`src/rtl/txr_pkg.sv`:
```
package txr_pkg;
  localparam int WORD_W     = 32;
  localparam int LEN_W      = 11;
  localparam int OWN_BIT    = 31;
  localparam int RINGEND_BIT = 31;
  localparam int FIRST_BIT  = 28;
  localparam int LAST_BIT   = 27;
  localparam int DESC_BYTES = 16;

  typedef enum logic [2:0] {
    ST_IDLE,
    ST_RREQ,
    ST_RWAIT,
    ST_CMD,
    ST_BUSY,
    ST_WB
  } walk_state_t;
endpackage

```
`src/rtl/txr_regs.sv`:
```
module txr_regs #(
  parameter int AW       = 32,
  parameter int RAW      = 8,
  parameter int POLL_OFS = 24,
  parameter int BASE_OFS = 32
) (
  input  logic                       clk,
  input  logic                       rst_n,
  input  logic                       reg_wr,
  input  logic [RAW-1:0]             reg_addr,
  input  logic [txr_pkg::WORD_W-1:0] reg_wdata,
  input  logic                       poll_take,
  output logic                       poll_pend,
  output logic [AW-1:0]              base_q,
  output logic                       base_load
);
  localparam logic [RAW-1:0] POLL_A = RAW'(POLL_OFS);
  localparam logic [RAW-1:0] BASE_A = RAW'(BASE_OFS);

  logic poll_hit, base_hit;
  assign poll_hit = reg_wr && (reg_addr == POLL_A);
  assign base_hit = reg_wr && (reg_addr == BASE_A);

  always_ff @(posedge clk or negedge rst_n) begin
    if (!rst_n) begin
      poll_pend <= 1'b0;
      base_q    <= '0;
      base_load <= 1'b0;
    end else begin
      if (poll_hit)       poll_pend <= 1'b1;
      else if (poll_take) poll_pend <= 1'b0;
      base_load <= base_hit;
      if (base_hit) base_q <= {reg_wdata[AW-1:4], 4'b0000};
    end
  end
endmodule

```
`src/rtl/txr_ring_ptr.sv`:
```
module txr_ring_ptr #(
  parameter int AW = 32
) (
  input  logic          clk,
  input  logic          rst_n,
  input  logic [AW-1:0] base_q,
  input  logic          base_load,
  input  logic          adv,
  input  logic          wrap,
  output logic [AW-1:0] ptr
);
  localparam logic [AW-1:0] STEP = AW'(txr_pkg::DESC_BYTES);

  always_ff @(posedge clk or negedge rst_n) begin
    if (!rst_n)         ptr <= '0;
    else if (base_load) ptr <= base_q;
    else if (adv)       ptr <= wrap ? base_q : ptr + STEP;
  end


  ptr_align_chk: assert property (@(posedge clk) disable iff (!rst_n)
    ptr[3:0] == 4'b0000);
endmodule

```
`src/rtl/txr_engine.sv`:
```
module txr_engine #(
  parameter int AW = 32
) (
  input  logic                        clk,
  input  logic                        rst_n,
  input  logic                        tx_en,
  input  logic                        poll_pend,
  output logic                        poll_take,
  input  logic [AW-1:0]               ptr,
  output logic                        adv,
  output logic                        wrap,
  output logic                        mem_req,
  output logic                        mem_we,
  output logic [AW-1:0]               mem_addr,
  output logic [txr_pkg::WORD_W-1:0]  mem_wdata,
  input  logic                        mem_ready,
  input  logic                        mem_rvalid,
  input  logic [txr_pkg::WORD_W-1:0]  mem_rdata,
  output logic                        cmd_valid,
  input  logic                        cmd_ready,
  output logic [AW-1:0]               cmd_addr,
  output logic [txr_pkg::LEN_W-1:0]   cmd_len,
  output logic                        cmd_first,
  output logic                        cmd_last,
  input  logic                        done_valid,
  input  logic                        done_late,
  input  logic                        done_excess,
  output logic                        tx_done
);
  import txr_pkg::*;

  walk_state_t st;
  logic [1:0]  widx;
  logic        end_q, late_q, exc_q;

  assign poll_take = (st == ST_IDLE) && tx_en && poll_pend;
  assign mem_req   = (st == ST_RREQ) || (st == ST_WB);
  assign mem_we    = (st == ST_WB);
  assign mem_addr  = (st == ST_WB) ? ptr : ptr + AW'({widx, 2'b00});
  assign mem_wdata = {{(WORD_W-2){1'b0}}, exc_q, late_q};
  assign cmd_valid = (st == ST_CMD);
  assign adv       = (st == ST_WB) && mem_ready;
  assign wrap      = end_q;

  always_ff @(posedge clk or negedge rst_n) begin
    if (!rst_n) begin
      st <= ST_IDLE; widx <= '0; end_q <= 1'b0; late_q <= 1'b0; exc_q <= 1'b0;
      cmd_addr <= '0; cmd_len <= '0; cmd_first <= 1'b0; cmd_last <= 1'b0;
      tx_done <= 1'b0;
    end else begin
      tx_done <= 1'b0;
      case (st)
        ST_IDLE: if (poll_take) begin st <= ST_RREQ; widx <= 2'd0; end
        ST_RREQ: if (mem_ready) st <= ST_RWAIT;
        ST_RWAIT: if (mem_rvalid) begin
          case (widx)
            2'd0: begin
              if (mem_rdata[OWN_BIT]) begin widx <= 2'd1; st <= ST_RREQ; end
              else st <= ST_IDLE;
            end
            2'd1: begin
              cmd_len   <= mem_rdata[LEN_W-1:0];
              cmd_first <= mem_rdata[FIRST_BIT];
              cmd_last  <= mem_rdata[LAST_BIT];
              end_q     <= mem_rdata[RINGEND_BIT];
              widx <= 2'd2; st <= ST_RREQ;
            end
            default: begin
              cmd_addr <= mem_rdata[AW-1:0];
              st <= ST_CMD;
            end
          endcase
        end
        ST_CMD: if (cmd_ready) st <= ST_BUSY;
        ST_BUSY: if (done_valid) begin
          late_q <= done_late; exc_q <= done_excess; st <= ST_WB;
        end
        ST_WB: if (mem_ready) begin
          tx_done <= 1'b1;
          widx    <= 2'd0;
          st      <= tx_en ? ST_RREQ : ST_IDLE;
        end
        default: st <= ST_IDLE;
      endcase
    end
  end


  cmd_hold_chk: assert property (@(posedge clk) disable iff (!rst_n)
    (cmd_valid && !cmd_ready) |=> (cmd_valid && $stable(cmd_addr) &&
      $stable(cmd_len) && $stable(cmd_first) && $stable(cmd_last)));


  mem_hold_chk: assert property (@(posedge clk) disable iff (!rst_n)
    (mem_req && !mem_ready) |=> (mem_req && $stable(mem_we) &&
      $stable(mem_addr) && $stable(mem_wdata)));


  done_after_wb_chk: assert property (@(posedge clk) disable iff (!rst_n)
    tx_done |-> $past(mem_req && mem_we && mem_ready));


  idle_quiet_chk: assert property (@(posedge clk) disable iff (!rst_n)
    (st == ST_IDLE && !tx_en) |=> !mem_req);


  wb_clears_own_chk: assert property (@(posedge clk) disable iff (!rst_n)
    (mem_req && mem_we) |-> !mem_wdata[OWN_BIT]);
endmodule

```
`src/rtl/txr_walker.sv`:
```
module txr_walker #(
  parameter int AW       = 32,
  parameter int RAW      = 8,
  parameter int POLL_OFS = 24,
  parameter int BASE_OFS = 32
) (
  input  logic                        clk,
  input  logic                        rst_n,
  input  logic                        tx_en,
  input  logic                        reg_wr,
  input  logic [RAW-1:0]              reg_addr,
  input  logic [txr_pkg::WORD_W-1:0]  reg_wdata,
  output logic                        mem_req,
  output logic                        mem_we,
  output logic [AW-1:0]               mem_addr,
  output logic [txr_pkg::WORD_W-1:0]  mem_wdata,
  input  logic                        mem_ready,
  input  logic                        mem_rvalid,
  input  logic [txr_pkg::WORD_W-1:0]  mem_rdata,
  output logic                        cmd_valid,
  input  logic                        cmd_ready,
  output logic [AW-1:0]               cmd_addr,
  output logic [txr_pkg::LEN_W-1:0]   cmd_len,
  output logic                        cmd_first,
  output logic                        cmd_last,
  input  logic                        done_valid,
  input  logic                        done_late,
  input  logic                        done_excess,
  output logic                        tx_done
);
  logic          poll_pend, poll_take, base_load, adv, wrap;
  logic [AW-1:0] base_q, ptr;

  txr_regs #(.AW(AW), .RAW(RAW), .POLL_OFS(POLL_OFS), .BASE_OFS(BASE_OFS)) regs_i (
    .clk(clk), .rst_n(rst_n), .reg_wr(reg_wr), .reg_addr(reg_addr),
    .reg_wdata(reg_wdata), .poll_take(poll_take), .poll_pend(poll_pend),
    .base_q(base_q), .base_load(base_load));

  txr_ring_ptr #(.AW(AW)) ptr_i (
    .clk(clk), .rst_n(rst_n), .base_q(base_q), .base_load(base_load),
    .adv(adv), .wrap(wrap), .ptr(ptr));

  txr_engine #(.AW(AW)) eng_i (
    .clk(clk), .rst_n(rst_n), .tx_en(tx_en), .poll_pend(poll_pend),
    .poll_take(poll_take), .ptr(ptr), .adv(adv), .wrap(wrap),
    .mem_req(mem_req), .mem_we(mem_we), .mem_addr(mem_addr),
    .mem_wdata(mem_wdata), .mem_ready(mem_ready), .mem_rvalid(mem_rvalid),
    .mem_rdata(mem_rdata), .cmd_valid(cmd_valid), .cmd_ready(cmd_ready),
    .cmd_addr(cmd_addr), .cmd_len(cmd_len), .cmd_first(cmd_first),
    .cmd_last(cmd_last), .done_valid(done_valid), .done_late(done_late),
    .done_excess(done_excess), .tx_done(tx_done));
endmodule

```
`config.mk`:
```
export PLATFORM = sky130hd
export DESIGN_NAME = txr_walker
export DESIGN_NICKNAME = d
export VERILOG_FILES = /design/src/rtl/txr_pkg.sv /design/src/rtl/txr_regs.sv /design/src/rtl/txr_ring_ptr.sv /design/src/rtl/txr_engine.sv /design/src/rtl/txr_walker.sv
export SDC_FILE = /design/constraint.sdc
export NUM_CORES = 1
export LEC_CHECK = 0
export BUFFER_PORTS_ARGS = -buffer_cell sky130_fd_sc_hd__buf_4
export CORE_ASPECT_RATIO = 0.9
export CORE_UTILIZATION = 45
export CTS_BUF_LIST = sky130_fd_sc_hd__clkbuf_8
export DETAILED_ROUTE_END_ITERATION = 8
export PLACE_DENSITY = 0.76
export SLEW_MARGIN = 20
export SYNTH_ARGS = -nofsm -noshare
export SYNTH_HDL_FRONTEND = slang
export SYNTH_SLANG_ARGS = --single-unit
export TNS_END_PERCENT = 20
```
`constraint.sdc`:
```
create_clock -name clk -period 1.75 [get_ports clk]
set_input_delay 0 -clock clk [delete_from_list [all_inputs] [get_ports clk]]
set_output_delay 0 -clock clk [all_outputs]
set_load 0.03 [all_outputs]
```
# After elaboration in Yosys (flattened, before gate mapping)
# Cells that the tools add are included.
# classes
n_addsub,2
n_mul,0
n_div,0
order_cmp,0
n_eq_ne,16
shifts,0
n_mux,24
n_bitwise,1
n_reduce_logical,17
# op_table
cell,n
$mux 32,4
$add 32x4->32,1
$add 32x5->32 const B,1
$mux 3,6
$pmux 3 s6,1
$reduce_and 6->1,2
$eq 8x5->1 const B,1
$eq 8x6->1 const B,1
$mux 2,4
$pmux 2 s2,2
$eq 3x2->1 const B,2
$eq 3x3->1 const B,2
$mux 1,6
$ne 2x1->1 const B,3
$ne 2x2->1 const B,3
$pmux 2 s3,1
$reduce_and 3->1,2
$logic_and 1x1->1,5
$reduce_bool 2->1,2
$eq 3x1->1 const B,1
$logic_not 3->1,1
$ne 3x1->1 const B,1
$ne 3x3->1 const B,1
$reduce_bool 3->1,1
6 further kinds,6
# word_totals
ff_bits,116
latch_bits,0
mem_bits_rw,0
romBits,0
n_memories,0

# Depth between registers and ports, before layout
# depth
depth_word,5
mapped_depth,7
ltp_nobuf,5

# Hierarchy
# Synthesis repeated with hierarchy kept, for this count alone.
# unflattened
cells_unflattened,585
area_unflattened_um2,6276.0
# by_module_without_submodules
mod,instances,cells_each,area_per_inst_um2,seq_area_each_um2
txr_engine,1,270,3055.4,1351.3
txr_ring_ptr,1,240,2006.9,800.8
txr_regs,1,75,1213.7,750.7

# Worst setup path after synthesis
# No wires, ideal clock.
# synth_timing
path_kind,reg-to-reg
startpoint,reg eng_i.st[2]
endpoint,reg eng_i.st[0]
setup_time_ns,0.125
arrival_ns,1.676
setup_slack_ns,-0.051
path_stages_with_launch,6
period_less_slack_ns,1.801
cell_sequence,dfrtp_1 clkbuf_1 or3b_2 o22ai_1 or2_2 mux2_2
# synth_between
elab_chain_cells,5
word_cells_on_any_way,16
cone_classes,eq/ne (11); mux (1); reduce/logical (4)
# synth_rtl
element,line,source
from (decl),txr_engine.sv:32,walk_state_t st;
from (signal assigned),txr_engine.sv:81,st <= tx_en ? ST_RREQ : ST_IDLE;
$logic_not 3->1,"txr_engine.sv:36, txr_engine.sv:52",
$logic_and 1x1->1 (2 in series),txr_engine.sv:36,assign poll_take = (st == ST_IDLE) && tx_en && poll_pend;
$ne 2x1->1 (no line),n/a,
$reduce_and 6->1 (no line),n/a,
# Parallel ways exist; a longest one is shown, timed or not.
# A chain may end at the register's enable or synchronous reset.

# Final worst setup path
# layout_timing
startpoint,reg ptr_i.ptr[14]
endpoint,reg ptr_i.ptr[23]
# layout_between
elab_chain_cells,4
# layout_rtl
element,line,source
from (decl),txr_ring_ptr.sv:10,output logic [AW-1:0] ptr
from (signal assigned),txr_ring_ptr.sv:16,else if (base_load) ptr <= base_q;
from (signal assigned),txr_ring_ptr.sv:17,else if (adv) ptr <= wrap ? base_q : ptr + STEP;
$add 32x5->32,txr_ring_ptr.sv:17,
$mux 32 (2 in series),txr_ring_ptr.sv:17,
$mux 32,txr_ring_ptr.sv:16,
# Every way passes these cells. The select of a mux whose other input is x is not followed.

==> flow_summary.ini <==
[synthesis]
synthesis.area_mm2 = 0.00576
yosys_warnings = 0
ys_ff_latch = 112
synth_edf_count = 0
ys_dominant_reg_cell = dfrtp_1
synth_cells = 523
ys_seq_area_share_pct = 48.7
synthArstFlopShare_pct = 100
avgSynthCellArea_um2 = 11.0
ys_types = 66

[placement]
hpwl_um = 10800
port_buffers = 158
gp_congestion = 0.906

[floorplanning]
ioPinCount = 195
initial_core_util_pct = 47.0
die-area_mm2 = 0.0133
die_x_um = 121
die_y_um = 109
coreArea_mm2 = 0.0123
core.rowCount = 38

[detailed_routing]
wl_um = 15700
drc_errors = 0
num_vias = 4940
ant_nets = 0
wl_per_cell_um = 17.0
via_per_inst = 5.35
drtIter0Drc = 361
drtPass1Iterations = 4

[cts]
insertion_delay_ns = 0.39
path_clk_slew_ns = 0.12
cts_inserted_buffers = 9
clock-sinks = 112
h-tree-depth = 3
clockBufferDepth = 2
cts_tree = built
clock-root-buffer = clkbuf_8

[timing]
post-route-period-util_pct = 96.8
setup_viol = 0
maxSlewViolCount = 0
relSlewSlack_pct = 64.2
fin_crit_ns = 1.69
fin_skew_ns = 0.0176
tightest_slew_ns = 0.537
holdWs_ns = 0.0592
grt_setup_unrepaired = yes
finalHoldViolations = 0
fmaxAchievable_mhz = 590

[finish]
seq_area_mm2 = 0.00281
nets = 842
final_util_pct = 66.6
layout-drive-gt1-share_pct = 44.4
antenna_cells = 0
multiInputGateArea_mm2 = 0.00253
area_growth_pct = 41.7
nFillCells = 927

[power_and_ir_drop]
max-vdd-ir-drop_uv = 1110
cellLeakagePower_nw = 4.12
power.density_mw_per_mm2 = 1110
p_total_mw = 9.06

[global_routing]
antenna_found_initial = 0
grt_pass1_wl_um = 25400
grt_max_degree = 52
grt_use_total_pct = 24.7
grt-ovfl-total = 0
grt_pass1_vias = 5117

[worst_setup_path]
cp_max_fo = 3
critPathArrivalTime_ns = 2.03
worstSetupPathType = reg2reg
setup.worst_path.start_class = flip-flop
ff2ff_setup_slack_ns = 0.06
required_ns = 2.09
end_kind = flip-flop

[flow_run]
cap_violations = 0

[min_path]
hold_class = in2reg

[outcome]
outcome = finished, final reports clean
[metal layers]
| layer | track usage, % | share of wire (%) |
|---|---|---|
| met1 | 29.7 | 41 |
| met2 | 42.8 | 49 |
| met3 | 8.45 | 8.7 |
| met4 | 6.08 | 1.1 |
| met5 | 0 | 0 |
[cell usage in the layout (no fill, tap or decap), types with 5 or more instances in the layout]
cell type,netlist,final
or2_2,6,6
nand3b_1,5,5
mux2_2,69,69
nand4_1,11,11
nand3_1,17,17
a31oi_1,5,5
o22ai_1,8,8
inv_1,8,8
conb_1,1,32
nor3_1,11,11
clkbuf_8,6,9
o21ai_0,14,14
and3_1,9,9
nor2_1,13,12
nand2_1,25,25
o31ai_1,6,6
a21oi_1,24,24
buf_4,35,212
buf_12,0,6
mux2_4,9,9
dlygate4sd3_1,0,69
a311oi_1,10,9
dfrtp_1,112,109
[state kept, by name (all words and copies together), names as in the netlist]
register          count
eng_i.wrap            1
eng_i.st              3
regs_i.poll_pend      1
regs_i.base_q        28
eng_i.widx            2
eng_i.exc_q           1
eng_i.cmd_addr       32
regs_i.base_load      1
eng_i.late_q          1
eng_i.tx_done         1
ptr_i.ptr            28
eng_i.cmd_last        1
eng_i.cmd_len        11
eng_i.cmd_first       1
[report_power, final]
group          internal, mW  total, mW  switching, mW  leakage [nW]
sequential             3.03       3.37          0.343          1.48
clock                 0.551       1.50          0.953        0.0954
combinational          1.86       4.19           2.33          2.55
[cell usage after synthesis, types with 8 or more instances]
cell type / number / share of area (%)
dfrtp_1: 112 / 49
mux2_2: 69 / 13
clkbuf_1: 43 / 2.8
buf_4: 35 / 4.6
nand2_1: 25 / 1.6
a21oi_1: 24 / 2.1
nand3_1: 17 / 1.5
o21ai_0: 14 / 1.2
nor2_1: 13 / 0.85
nand4_1: 11 / 1.2
nor3_1: 11 / 0.96
a311oi_1: 10 / 1.5
and3_1: 9 / 0.98
mux2_4: 9 / 2.3
buf_2: 8 / 0.70
inv_1: 8 / 0.52
o22ai_1: 8 / 0.87
[timing repair]
| item | in CTS | in global routing |
|---|---|---|
| setup buffers | 2 | 0 |
| gates resized for setup | 1 | 11 |
| hold buffers | 69 | 0 |
| hold endpoints to repair | 114 | 0 |
| pin swaps | 3 | 3 |
| setup endpoints to repair | 2 | 8 |
[worst max-delay path: stages, from the launching register on]
cell     delay [ns]
dfrtp_1        0.41
nand4_4        0.13
or4_4          0.54
or4b_1         0.47
nand3_1        0.09
[layout make-up]
class                   count  share of cell area [%]
multi-input cells         340                    31.0
well taps                 160                    2.45
flip-flops and latches    112                    34.4
clock buffers               9                    1.52
repair buffers            288                    29.6
clock inverters             6                   0.766
inverters                   8                   0.368
[path summary, 6_finish.rpt]
path | depth (start not counted) | end | start
setup / recovery | 4 | ptr_i.ptr[23] | ptr_i.ptr[14]
max in group asynchronous | 3 | eng_i.cmd_addr[21] | rst_n
hold / removal | 3 | eng_i.wrap | mem_rvalid
min in group asynchronous | 2 | regs_i.base_q[26] | rst_n
hold reg to reg | 1 | regs_i.base_q[25] | regs_i.base_q[25]
setup reg to reg | 4 | ptr_i.ptr[23] | ptr_i.ptr[14]
[logic make-up (layout without fill, tap and decap cells)]
group,Yosys count,count (layout),synth area share [%]
AO/OA/AOI/OAI,91,91,10.6
adder cells (fa/ha/maj),1,1,0.217
buffers and inverters,102,311,10.4
flip-flops,112,112,48.7
multiplexers,79,79,16.0
other,1,32,0.0651
AND/OR/NAND/NOR,137,137,14.1
[through the flow]
step	cells	setup slack [ns]	setup TNS, ns	cell area, µm²
6_report	923	0.0553	0	8170
4_1_cts	923	0.00755	0	8120
2_1_floorplan	554	-0.0290	-0.321	5890
3_5_place_dp	837	-0.0435	-0.0435	7230
5_1_grt	923	-0.0126	-0.0348	8170
3_3_place_gp	837	-0.00494	-0.00494	7230
(Power assumes the default switching activity.)
